`src/rtl/pic_cmd_pkg.sv`:
```
package pic_cmd_pkg;

    localparam int BYTE_W = 8;
    localparam int LVL_W  = 3;
    localparam int VEC_W  = BYTE_W - LVL_W;

    typedef enum logic [2:0] {
        PH_WAIT_W1 = 3'd0,
        PH_WAIT_W2 = 3'd1,
        PH_WAIT_W3 = 3'd2,
        PH_WAIT_W4 = 3'd3,
        PH_READY   = 3'd4
    } phase_e;

    // first initialization word, field positions fixed by the sequence rules
    typedef struct packed {
        logic [2:0] rsvd;
        logic       start_bit;
        logic       level_trig;
        logic       interval4;
        logic       single;
        logic       need_w4;
    } word1_t;

    // priority / end-of-interrupt command
    typedef struct packed {
        logic             rotate;
        logic             specific;
        logic             eoi;
        logic [1:0]       kind;
        logic [LVL_W-1:0] level;
    } prio_cmd_t;

    typedef struct packed {
        logic             valid;
        logic             specific;
        logic [LVL_W-1:0] level;
    } eoi_t;

    localparam logic [1:0] KIND_PRIO = 2'b00;
    localparam logic [1:0] KIND_SEL  = 2'b01;
    localparam logic [1:0] RSEL_REQ  = 2'b10;
    localparam logic [1:0] RSEL_SVC  = 2'b11;

    function automatic logic is_restart(input logic wr, input logic port,
                                        input logic [BYTE_W-1:0] d);
        return wr && !port && d[4];
    endfunction

    function automatic phase_e phase_after_w2(input word1_t w);
        if (!w.single)    return PH_WAIT_W3;
        else if (w.need_w4) return PH_WAIT_W4;
        else              return PH_READY;
    endfunction

    function automatic phase_e phase_after_w3(input word1_t w);
        return w.need_w4 ? PH_WAIT_W4 : PH_READY;
    endfunction

    function automatic eoi_t decode_eoi(input prio_cmd_t c);
        eoi_t e;
        e.valid    = c.eoi && !c.rotate;
        e.specific = c.specific;
        e.level    = c.level;
        return e;
    endfunction

endpackage

```
`src/rtl/pic_init_seq.sv`:
```
module pic_init_seq
    import pic_cmd_pkg::*;
(
    input  logic              clk,
    input  logic              rst,
    input  logic              wr_en,
    input  logic              addr,
    input  logic [BYTE_W-1:0] wdata,
    output phase_e            phase,
    output word1_t            w1,
    output logic [VEC_W-1:0]  vec_base,
    output logic [BYTE_W-1:0] w3,
    output logic [BYTE_W-1:0] w4,
    output logic              restart
);

    logic take_w1;

    assign restart = is_restart(wr_en, addr, wdata);
    assign take_w1 = restart || (wr_en && !addr && phase == PH_WAIT_W1);

    always_ff @(posedge clk) begin
        if (rst) begin
            phase    <= PH_WAIT_W1;
            w1       <= '0;
            vec_base <= '0;
            w3       <= '0;
            w4       <= '0;
        end else if (take_w1) begin
            w1    <= word1_t'(wdata);
            phase <= PH_WAIT_W2;
        end else if (wr_en && addr) begin
            unique case (phase)
                PH_WAIT_W2: begin
                    vec_base <= wdata[BYTE_W-1:LVL_W];
                    phase    <= phase_after_w2(w1);
                end
                PH_WAIT_W3: begin
                    w3    <= wdata;
                    phase <= phase_after_w3(w1);
                end
                PH_WAIT_W4: begin
                    w4    <= wdata;
                    phase <= PH_READY;
                end
                default: ;
            endcase
        end
    end

    a_r2_capture_first: assert property (@(posedge clk) disable iff (rst)
        phase == PH_WAIT_W1 && wr_en && !addr |=> phase == PH_WAIT_W2 && w1 == $past(wdata));

    a_r3_to_third: assert property (@(posedge clk) disable iff (rst)
        phase == PH_WAIT_W2 && wr_en && addr && !w1.single |=> phase == PH_WAIT_W3);

    a_r3_single_paths: assert property (@(posedge clk) disable iff (rst)
        phase == PH_WAIT_W2 && wr_en && addr && w1.single
        |=> phase == ($past(w1.need_w4) ? PH_WAIT_W4 : PH_READY));

    a_r4_fourth_done: assert property (@(posedge clk) disable iff (rst)
        phase == PH_WAIT_W4 && wr_en && addr |=> phase == PH_READY);

    a_r10_restart: assert property (@(posedge clk) disable iff (rst)
        wr_en && !addr && wdata[4] |=> phase == PH_WAIT_W2);

    a_r11_idle_port1: assert property (@(posedge clk) disable iff (rst)
        phase == PH_WAIT_W1 && wr_en && addr |=> phase == PH_WAIT_W1);

    a_r11_mid_port0: assert property (@(posedge clk) disable iff (rst)
        phase != PH_WAIT_W1 && phase != PH_READY && wr_en && !addr && !wdata[4]
        |=> phase == $past(phase));

endmodule

```
`src/rtl/pic_op_regs.sv`:
```
module pic_op_regs
    import pic_cmd_pkg::*;
#(
    parameter logic [1:0] RSEL_RESET = RSEL_REQ
) (
    input  logic              clk,
    input  logic              rst,
    input  logic              wr_en,
    input  logic              addr,
    input  logic [BYTE_W-1:0] wdata,
    input  logic              ready,
    input  logic              restart,
    output logic [BYTE_W-1:0] mask,
    output prio_cmd_t         prio_cmd,
    output logic [1:0]        rd_sel,
    output eoi_t              eoi
);

    prio_cmd_t in_cmd;
    logic      op_wr, prio_wr, sel_wr;

    assign in_cmd  = prio_cmd_t'(wdata);
    assign op_wr   = ready && wr_en && !addr;
    assign prio_wr = op_wr && in_cmd.kind == KIND_PRIO;
    assign sel_wr  = op_wr && in_cmd.kind == KIND_SEL;

    always_ff @(posedge clk) begin
        if (rst) begin
            mask <= '0;
        end else if (restart) begin
            mask <= '0;
        end else if (ready && wr_en && addr) begin
            mask <= wdata;
        end
    end

    always_ff @(posedge clk) begin
        if (rst) begin
            prio_cmd <= '0;
            eoi      <= '0;
        end else begin
            eoi <= prio_wr ? decode_eoi(in_cmd) : '0;
            if (prio_wr) prio_cmd <= in_cmd;
        end
    end

    always_ff @(posedge clk) begin
        if (rst)         rd_sel <= RSEL_RESET;
        else if (sel_wr) rd_sel <= wdata[1:0];
    end

    a_r5_mask_load: assert property (@(posedge clk) disable iff (rst)
        ready && wr_en && addr |=> mask == $past(wdata));

    a_r10_mask_clear: assert property (@(posedge clk) disable iff (rst)
        restart |=> mask == '0);

    a_r6_eoi_source: assert property (@(posedge clk) disable iff (rst)
        eoi.valid |-> !$past(rst) && $past(ready && wr_en && !addr)
                      && $past(wdata[5]) && !$past(wdata[7]) && $past(wdata[4:3]) == 2'b00);

    a_r6_eoi_fields: assert property (@(posedge clk) disable iff (rst)
        eoi.valid |-> eoi.level == prio_cmd.level && eoi.specific == prio_cmd.specific);

    a_r7_sel_load: assert property (@(posedge clk) disable iff (rst)
        ready && wr_en && !addr && wdata[4:3] == 2'b01 |=> rd_sel == $past(wdata[1:0]));

endmodule

```
`src/rtl/pic_read_mux.sv`:
```
module pic_read_mux
    import pic_cmd_pkg::*;
(
    input  logic              rd_en,
    input  logic              addr,
    input  logic [1:0]        rd_sel,
    input  logic [BYTE_W-1:0] req_bits,
    input  logic [BYTE_W-1:0] svc_bits,
    input  logic [BYTE_W-1:0] mask,
    output logic [BYTE_W-1:0] rdata
);

    always_comb begin
        rdata = '0;
        if (rd_en) begin
            if (addr) begin
                rdata = mask;
            end else begin
                unique case (rd_sel)
                    RSEL_REQ: rdata = req_bits;
                    RSEL_SVC: rdata = svc_bits;
                    default:  rdata = '0;
                endcase
            end
        end
    end

endmodule

```
`src/rtl/pic_cmd_seq.sv`:
```
module pic_cmd_seq
    import pic_cmd_pkg::*;
#(
    parameter logic [1:0] RSEL_RESET = 2'b10
) (
    input  logic         clk,
    input  logic         rst,
    input  logic         wr_en,
    input  logic         rd_en,
    input  logic         addr,
    input  logic [7:0]   wdata,
    input  logic [7:0]   req_bits,
    input  logic [7:0]   svc_bits,
    output logic [7:0]   rdata,
    output logic [2:0]   seq_phase,
    output logic         init_done,
    output logic [7:0]   cmd_word,
    output logic [4:0]   vec_base,
    output logic [7:0]   cascade_map,
    output logic [7:0]   mode_word,
    output logic [7:0]   irq_mask,
    output logic [7:0]   last_prio_cmd,
    output logic         eoi_valid,
    output logic         eoi_specific,
    output logic [2:0]   eoi_level
);

    phase_e    phase;
    word1_t    w1;
    logic      restart;
    logic      ready;
    logic [1:0] rd_sel;
    prio_cmd_t prio_cmd;
    eoi_t      eoi;

    pic_init_seq u_seq (
        .clk      (clk),
        .rst      (rst),
        .wr_en    (wr_en),
        .addr     (addr),
        .wdata    (wdata),
        .phase    (phase),
        .w1       (w1),
        .vec_base (vec_base),
        .w3       (cascade_map),
        .w4       (mode_word),
        .restart  (restart)
    );

    assign ready = (phase == PH_READY);

    pic_op_regs #(.RSEL_RESET(RSEL_RESET)) u_ops (
        .clk      (clk),
        .rst      (rst),
        .wr_en    (wr_en),
        .addr     (addr),
        .wdata    (wdata),
        .ready    (ready),
        .restart  (restart),
        .mask     (irq_mask),
        .prio_cmd (prio_cmd),
        .rd_sel   (rd_sel),
        .eoi      (eoi)
    );

    pic_read_mux u_rd (
        .rd_en    (rd_en),
        .addr     (addr),
        .rd_sel   (rd_sel),
        .req_bits (req_bits),
        .svc_bits (svc_bits),
        .mask     (irq_mask),
        .rdata    (rdata)
    );

    assign seq_phase     = phase;
    assign init_done     = ready;
    assign cmd_word      = w1;
    assign last_prio_cmd = prio_cmd;
    assign eoi_valid     = eoi.valid;
    assign eoi_specific  = eoi.specific;
    assign eoi_level     = eoi.level;

    a_r9_mask_readback: assert property (@(posedge clk) disable iff (rst)
        !$past(rst) && $past(ready && wr_en && addr) && rd_en && addr |-> rdata == $past(wdata));

    a_r8_quiet_bus: assert property (@(posedge clk) disable iff (rst)
        !rd_en |-> rdata == 8'h00);

endmodule

```
`config.mk`:
```
export PLATFORM = sky130hd
export DESIGN_NAME = pic_cmd_seq
export DESIGN_NICKNAME = d
export VERILOG_FILES = /design/src/rtl/pic_cmd_pkg.sv /design/src/rtl/pic_init_seq.sv /design/src/rtl/pic_op_regs.sv /design/src/rtl/pic_read_mux.sv /design/src/rtl/pic_cmd_seq.sv
export SDC_FILE = /design/constraint.sdc
export NUM_CORES = 1
export LEC_CHECK = 0
export ABC_AREA = 1
export BUFFER_PORTS_ARGS = -buffer_cell sky130_fd_sc_hd__buf_2
export CAP_MARGIN = 10
export CORE_AREA = 2 2 75 77
export DETAILED_ROUTE_END_ITERATION = 10
export DIE_AREA = 0 0 77 79
export PLACE_DENSITY = 0.84
export SYNTH_ARGS = -nofsm -noshare
export SYNTH_HDL_FRONTEND = slang
export SYNTH_SLANG_ARGS = --single-unit
```
`constraint.sdc`:
```
create_clock -name clk -period 2.7 [get_ports clk]
set_clock_uncertainty 0.15 [all_clocks]
set_input_delay 0.27 -clock clk [delete_from_list [all_inputs] [get_ports clk]]
set_output_delay 0.27 -clock clk [all_outputs]
set_load 0.01 [all_outputs]
```
==> results of run 1 <==
==> power by group through the flow <==
stage          sequential (mW)  clock (mW)  combinational, mW
2_1_floorplan            0.871           0             0.0860
3_3_place_gp             0.865           0              0.161
3_5_place_dp             0.865           0              0.165
4_1_cts                  0.846       0.417              0.165
5_1_grt                  0.849       0.449              0.182
6_report                 0.846       0.411              0.164
==> metrics by stage <==
step / cells / setup WS, ns / util [%] / cell area, um2
after floorplan: 295 / 1.252 / - / 2311
after global placement: 445 / 1.000 / 51.81 / 2765
after detailed placement: 445 / 0.9295 / 51.81 / 2765
final: 451 / 0.7418 / 53.16 / 2838
after CTS: 451 / 0.7361 / 53.16 / 2838
after global routing: 451 / 0.6036 / 53.16 / 2838
==> cells in the final DEF (no fill, tap or decap), drive strengths merged <==
cell type  instances
buf               91
dfxtp             55
nor2              46
nand3             45
nand2             37
o21ai             30
a21oi             28
inv               28
o211ai             8
clkbuf             6
nor3               3
clkinv             1
o21bai             1
==> registers in the layout, summed over array words and instances, names as in the netlist <==
name / cells
u_ops.eoi: 5
u_seq.vec_base: 5
u_seq.w4: 8
u_ops.rd_sel: 2
u_seq.phase: 3
u_seq.w1: 8
u_ops.mask: 8
u_seq.w3: 8
u_ops.prio_cmd: 8
==> worst reg2reg max path, cell delays in order, from the launching register on <==
cell	delay [ns]
dfxtp_1	0.35
inv_1	0.19
nand2_2	0.12
nor3_4	0.44
inv_1	0.15
nor2_1	0.11
nor2_1	0.06
==> layout make-up <==
cell class	instances	share of cell area (%)
Clock buffer	6	2.557
Timing Repair Buffer	91	16.14
Multi-Input combinational cell	198	35.49
Tap cell	72	3.175
Inverter	29	3.836
Sequential cell	55	38.80
==> cells by family (layout without fill, tap and decap cells) <==
group	count (synthesis)	after routing
compound gates	67	67
simple gates	131	131
flops	55	55
buf+inv	42	126
==> per-layer routing <==
metal	vias to the layer above	track usage, %
met5	-	0
met4	0	6.964
li1	1144	-
met2	85	32.19
met1	1037	22.56
met3	13	6.477
==> synth_stat cells, drive strengths merged <==
cell type and n:
nand2 37, clkinv 1, a21oi 28, nand3 45
o21ai 30, o211ai 8, o21bai 1, clkbuf 2
nor2 46, inv 28, nor3 3, buf 11
dfxtp 55
==> final timing paths <==
| path | slack, ns | to | from | depth (start not counted) |
|---|---|---|---|---|
| worst max-delay path | 0.74 | rdata[3] | u_ops.rd_sel[0]$_SDFFE_PP0P_ | 6 |
| worst min-delay path | 0.03 | u_ops.prio_cmd[5]$_SDFFE_PP0P_ | rst | 2 |
| worst max register to register | 1.03 | u_seq.w3[3]$_SDFFE_PP0P_ | u_seq.phase[2]$_SDFFE_PP0P_ | 6 |
| worst min register to register | 0.30 | u_ops.prio_cmd[4]$_SDFFE_PP0P_ | u_ops.prio_cmd[4]$_SDFFE_PP0P_ | 2 |
==> run metrics, run 1 <==
RSZ-0062 raised after global routing=no; Combinational Power Share=11.5%; cell family with most CP delay=flip-flops; CP Data Arrival Time=1.54 ns; top layer reached by signal wires=met4; Clock transition at path regs=0.09 ns; post-synthesis xor/xnor area fraction=0%; Seq pwr share=59.5%; Yosys warning total=0; Fmax=510.7 MHz; endpoints failing setup=0; initial antenna violation count=0; DR vias/cell=5.053; H-tree depth=2; Antenna diodes=0; mux cell area share after synthesis=0%; # IOs=91; root buffer cell=clkbuf_8; Synth Net Count=324; Synth Instances=295; min cycle time layout=1.958 ns; internal power=1.064 mW; HPWL Detailed=4.487 mm; M1 wire length=2.529 mm; initial drt markers=130; Sw Ratio=25.14%; gpl congestion=0.8244; die area=6083 um2; Synth cell types=24; post-CTS setup buffers=0; drt wl/cell=13.03 um; drt pass-1 iters=4; Net Switching=357.3 uW; VDD IR max=302.6 uV; Hold Path Class=in2reg; GRT Overall Usage=19.04%; clock power share=28.9%; biggest cell delay along the critical path=0.54 ns; met3 routed WL=522 um; site row count=27; Synth Register Bits=55; Final ANT Viol Nets=0; crit share post-route=72.52%; compound-gate portion of the synthesized area=16.30%; post-synthesis average cell area=7.834 um2; clk sinks=55; TritonCTS clock tree=done; Final Hold Vio Count=0; routed wire length=5.875 mm; met2 WL=2.702 mm; PD cells=500.8 nW/um2; PnR Total Power=1.421 mW; DRC viols=0; first-pass GRT wire length=9.349 mm; Leakage=1.413 nW; Slowest cell on crit path=dfxtp_1; Initial Util=43.30%; CP bufs+invs=3; Synth Area in Adders=0%; Simple-Gate Fraction of Synth Area=27.29%; status=completed; Core Area=5338 um2; Yosys top cell area share=47.64%; synth top area cells=dfxtp_1, nand3_1, nor2_1; largest net degree at the start of global routing=28; layout cell share with drive strength beyond 1=31.66%; clock latency on the worst-skew pair=0.30 ns; Slew Limit Headroom=48.80%; crit path max fanout=10; die height=79 um; DR vias=2279; number of fill cells=547; pins over their slew limit=0; worst slew pin tran=0.7672 ns; Setup TNS=0 ns; CTS Buffer Depth=2; Multi-input gate area=1007 um2; register area=1101 um2; total congestion overflow=0; max cap viols=0; Post-CTS Resized=0; CP required=2.28 ns; combinational family with the most area after synthesis=simple AND/OR/NAND/NOR gates; Syn Std Cell Area=2311 um2; Fin Hold WS=0.03003 ns; vias in the first global route=2025; Critical Path End Type=primary output; hold buffer count at cts=0; PortBufs=90; CP startpoint kind=flop; Nets=409; crit-path cells=inv_1, nand3_1, nand3_1, o211ai_1, inv_1, buf_2; CP Class=reg2out; Die Wd=77 um; TritonCTS buffer count=5; Yosys top cell by area=dfxtp_1; Synth-to-Final Area Change=22.79%; register area share after synthesis=47.64%
Note: power is estimated with default switching activity, not from simulation.
==> inputs of run 2 (changes only) <==
--- a/config.mk
+++ b/config.mk
@@ -8,9 +8,9 @@
 export ABC_AREA = 1
 export BUFFER_PORTS_ARGS = -buffer_cell sky130_fd_sc_hd__buf_2
 export CAP_MARGIN = 10
-export CORE_AREA = 2 2 75 77
+export CORE_AREA = 2 2 77 79
 export DETAILED_ROUTE_END_ITERATION = 10
-export DIE_AREA = 0 0 77 79
+export DIE_AREA = 0 0 79 81
 export PLACE_DENSITY = 0.84
 export SYNTH_ARGS = -nofsm -noshare
 export SYNTH_HDL_FRONTEND = slang
==> constraint.sdc (replaced) <==
create_clock -name clk -period 1.6 [get_ports clk]
set_clock_uncertainty 0.15 [all_clocks]
set_input_delay 0.16 -clock clk [delete_from_list [all_inputs] [get_ports clk]]
set_output_delay 0.16 -clock clk [all_outputs]
set_load 0.01 [all_outputs]
==> run 2 against run 1 <==
  * Register-to-register slack lost 0.85 ns
  * Combinational power grew 93%
  * Critical endpoint is now rdata[0]
  * Non-clock buffer count grew 13
  * Sequential share of layout area shrank 2.3 points
  * Via count grew 4.1%
  * Final area grew 7.7%
  * Clock power grew 81%
  * Die area grew 5.2%
  * Worst hold slack lost 0.022 ns
  * Global-route usage grew 0.38 points
  * Largest cell class unchanged
  * Total power grew 74%
  * First-iteration DRC count shrank 0.77%
==> run metrics, run 2 (same netlist as run 1, synthesis figures left out) <==
status=completed; Core Area=5675 um2; gpl congestion=0.9127; routed wire length=6.652 mm; Post-Place Cells=454; Nets=422; commonest cells after routing, fill and taps aside=buf_2, dfxtp_1, nor2_1, nand3_1, nand2_1; PD cells=810.7 nW/um2; VDD IR max=547.6 uV; die height=81 um; Setup TNS=0 ns; total congestion overflow=0; crit share post-route=99.97%; DR vias/cell=5.071; most common cell after layout, fill and taps aside=buf_2; drt pass-1 iters=4; CP startpoint kind=flop; TritonCTS clock tree=done; register area=1116 um2; first-pass GRT wire length=9.839 mm; clk sinks=55; endpoints failing setup=0; Crit path top cell by count=nand3_1; Die Wd=79 um; Worst path depth=6; Leakage=1.522 nW; Slowest cell on crit path=dfxtp_4; Clock transition at path regs=0.09 ns; CP Data Arrival Time=1.29 ns; clock latency on the worst-skew pair=0.30 ns; layout cell share with drive strength beyond 1=37.66%; Critical Path End Type=primary output; initial antenna violation count=0; number of fill cells=537; vias in the first global route=2094; largest net degree at the start of global routing=19; initial drt markers=129; crit path max fanout=8; # IOs=91; DR vias=2373; site row count=28; hold path start=wdata[1]; setup slack, reg-to-reg=0.18 ns; die area=6399 um2; CP bufs+invs=3; Fin Hold WS=0.008054 ns; pins over their slew limit=0; cell family with most CP delay=flip-flops; final instance area=3057 um2; Fmax=625.2 MHz; root buffer cell=clkbuf_8; FF-to-FF End=u_seq.w3[1]$_SDFFE_PP0P_; Initial Util=40.72%; Multi-input gate area=1047 um2; Antenna diodes=0; r2r startpoint=u_seq.phase[2]$_SDFFE_PP0P_; hold path cells=3; Slew Limit Headroom=70.33%; RSZ-0062 raised after global routing=yes; worst slew pin tran=0.4446 ns; Final Hold Vio Count=0; drt wl/cell=14.21 um; final core utilization=53.86%; worst reg2reg path depth=6; TritonCTS buffer count=5; Post-DP Area=2814 um2; max cap viols=0; CP Class=reg2out; H-tree depth=2; CP required=1.29 ns; Final ANT Viol Nets=0; hold endpoint=u_ops.rd_sel[1]$_SDFFE_PP1P_; CTS Buffer Depth=2; min cycle time layout=1.599 ns; biggest cell delay along the critical path=0.37 ns; crit-path cells=clkbuf_16, nand3_1, nand3_1, o211ai_1, inv_1, buf_2; Synth-to-Final Area Change=32.27%; Hold Path Class=in2reg; non-filler cells, final=468; GRT Overall Usage=19.42%; HPWL Detailed=4.821 mm; DRC viols=0; PortBufs=90
==> run 2: changes by cell type in the layout (fill, tap and decap cells not counted), moves of 4 or more <==
cell     change
dfxtp_1      -4
nand3_2      +8
nand3_1      -8
dfxtp_4      +4
buf_4        +8
==> run 2: where the power goes <==
group	total [mW]	internal, mW	switching [mW]
logic	0.317	0.121	0.196
registers	1.42	1.40	0.0233
clock network	0.742	0.300	0.442
==> run 2: worst max-delay path by stage <==
stage,from,end,slack (ns)
after floorplan,u_seq.phase[1]$_SDFFE_PP0P_,u_ops.prio_cmd[6]$_SDFFE_PP0P_,0.26
after global placement,u_seq.phase[0]$_SDFFE_PP0P_,u_seq.w4[5]$_SDFFE_PP0P_,0.18
after detailed placement,u_seq.phase[0]$_SDFFE_PP0P_,u_seq.w4[5]$_SDFFE_PP0P_,0.12
after CTS,u_ops.rd_sel[0]$_SDFFE_PP0P_,rdata[4],0.0005
after global routing,u_ops.rd_sel[0]$_SDFFE_PP0P_,rdata[5],-0.07
final,u_ops.rd_sel[1]$_SDFFE_PP1P_,rdata[0],0.0005
==> run 2: stage by stage <==
step	total power [mW]	setup slack, ns
after floorplan	1.615	0.2583
after global placement	1.738	0.1780
after detailed placement	1.745	0.1174
after CTS	2.480	0.0005070
after global routing	2.579	-0.07485
final	2.478	0.0005437
==> run 2: tightest hold or removal path: cells and delay by family <==
kind | cells | cell delay, ns
simple gates | 2 | 0.15
buf+inv | 1 | 0.13
==> run 2: area by class of cell <==
type                       instances  share of cell area [%]
sequential                        55                   36.51
multi-input combinational        198                   34.26
timing repair buffer             104                   19.69
inverter                          29                   3.766
tap                               75                   3.070
clock buffer                       5                   2.251
clock inverter                     2                  0.4503
==> run 2: routing by layer <==
metal  global-route usage, %  part of all wire (%)  vias to the layer above
met3                   5.889                   7.4                       11
met2                   33.47                    49                      100
met1                   23.59                    42                     1090
met4                   5.517                   1.4                        0
li1                        -                     -                     1172
met5                       0                     0                        -
==> run 2: what timing repair did <==
action / 4_1_cts / 5_1_grt
gates cloned: 0 / 1
setup buffers: 0 / 4
hold endpoints to repair: 5 / 0
pin swaps: 0 / 10
setup endpoints to repair: 9 / 13
hold buffers: 2 / 0
gates resized for setup: 6 / 20
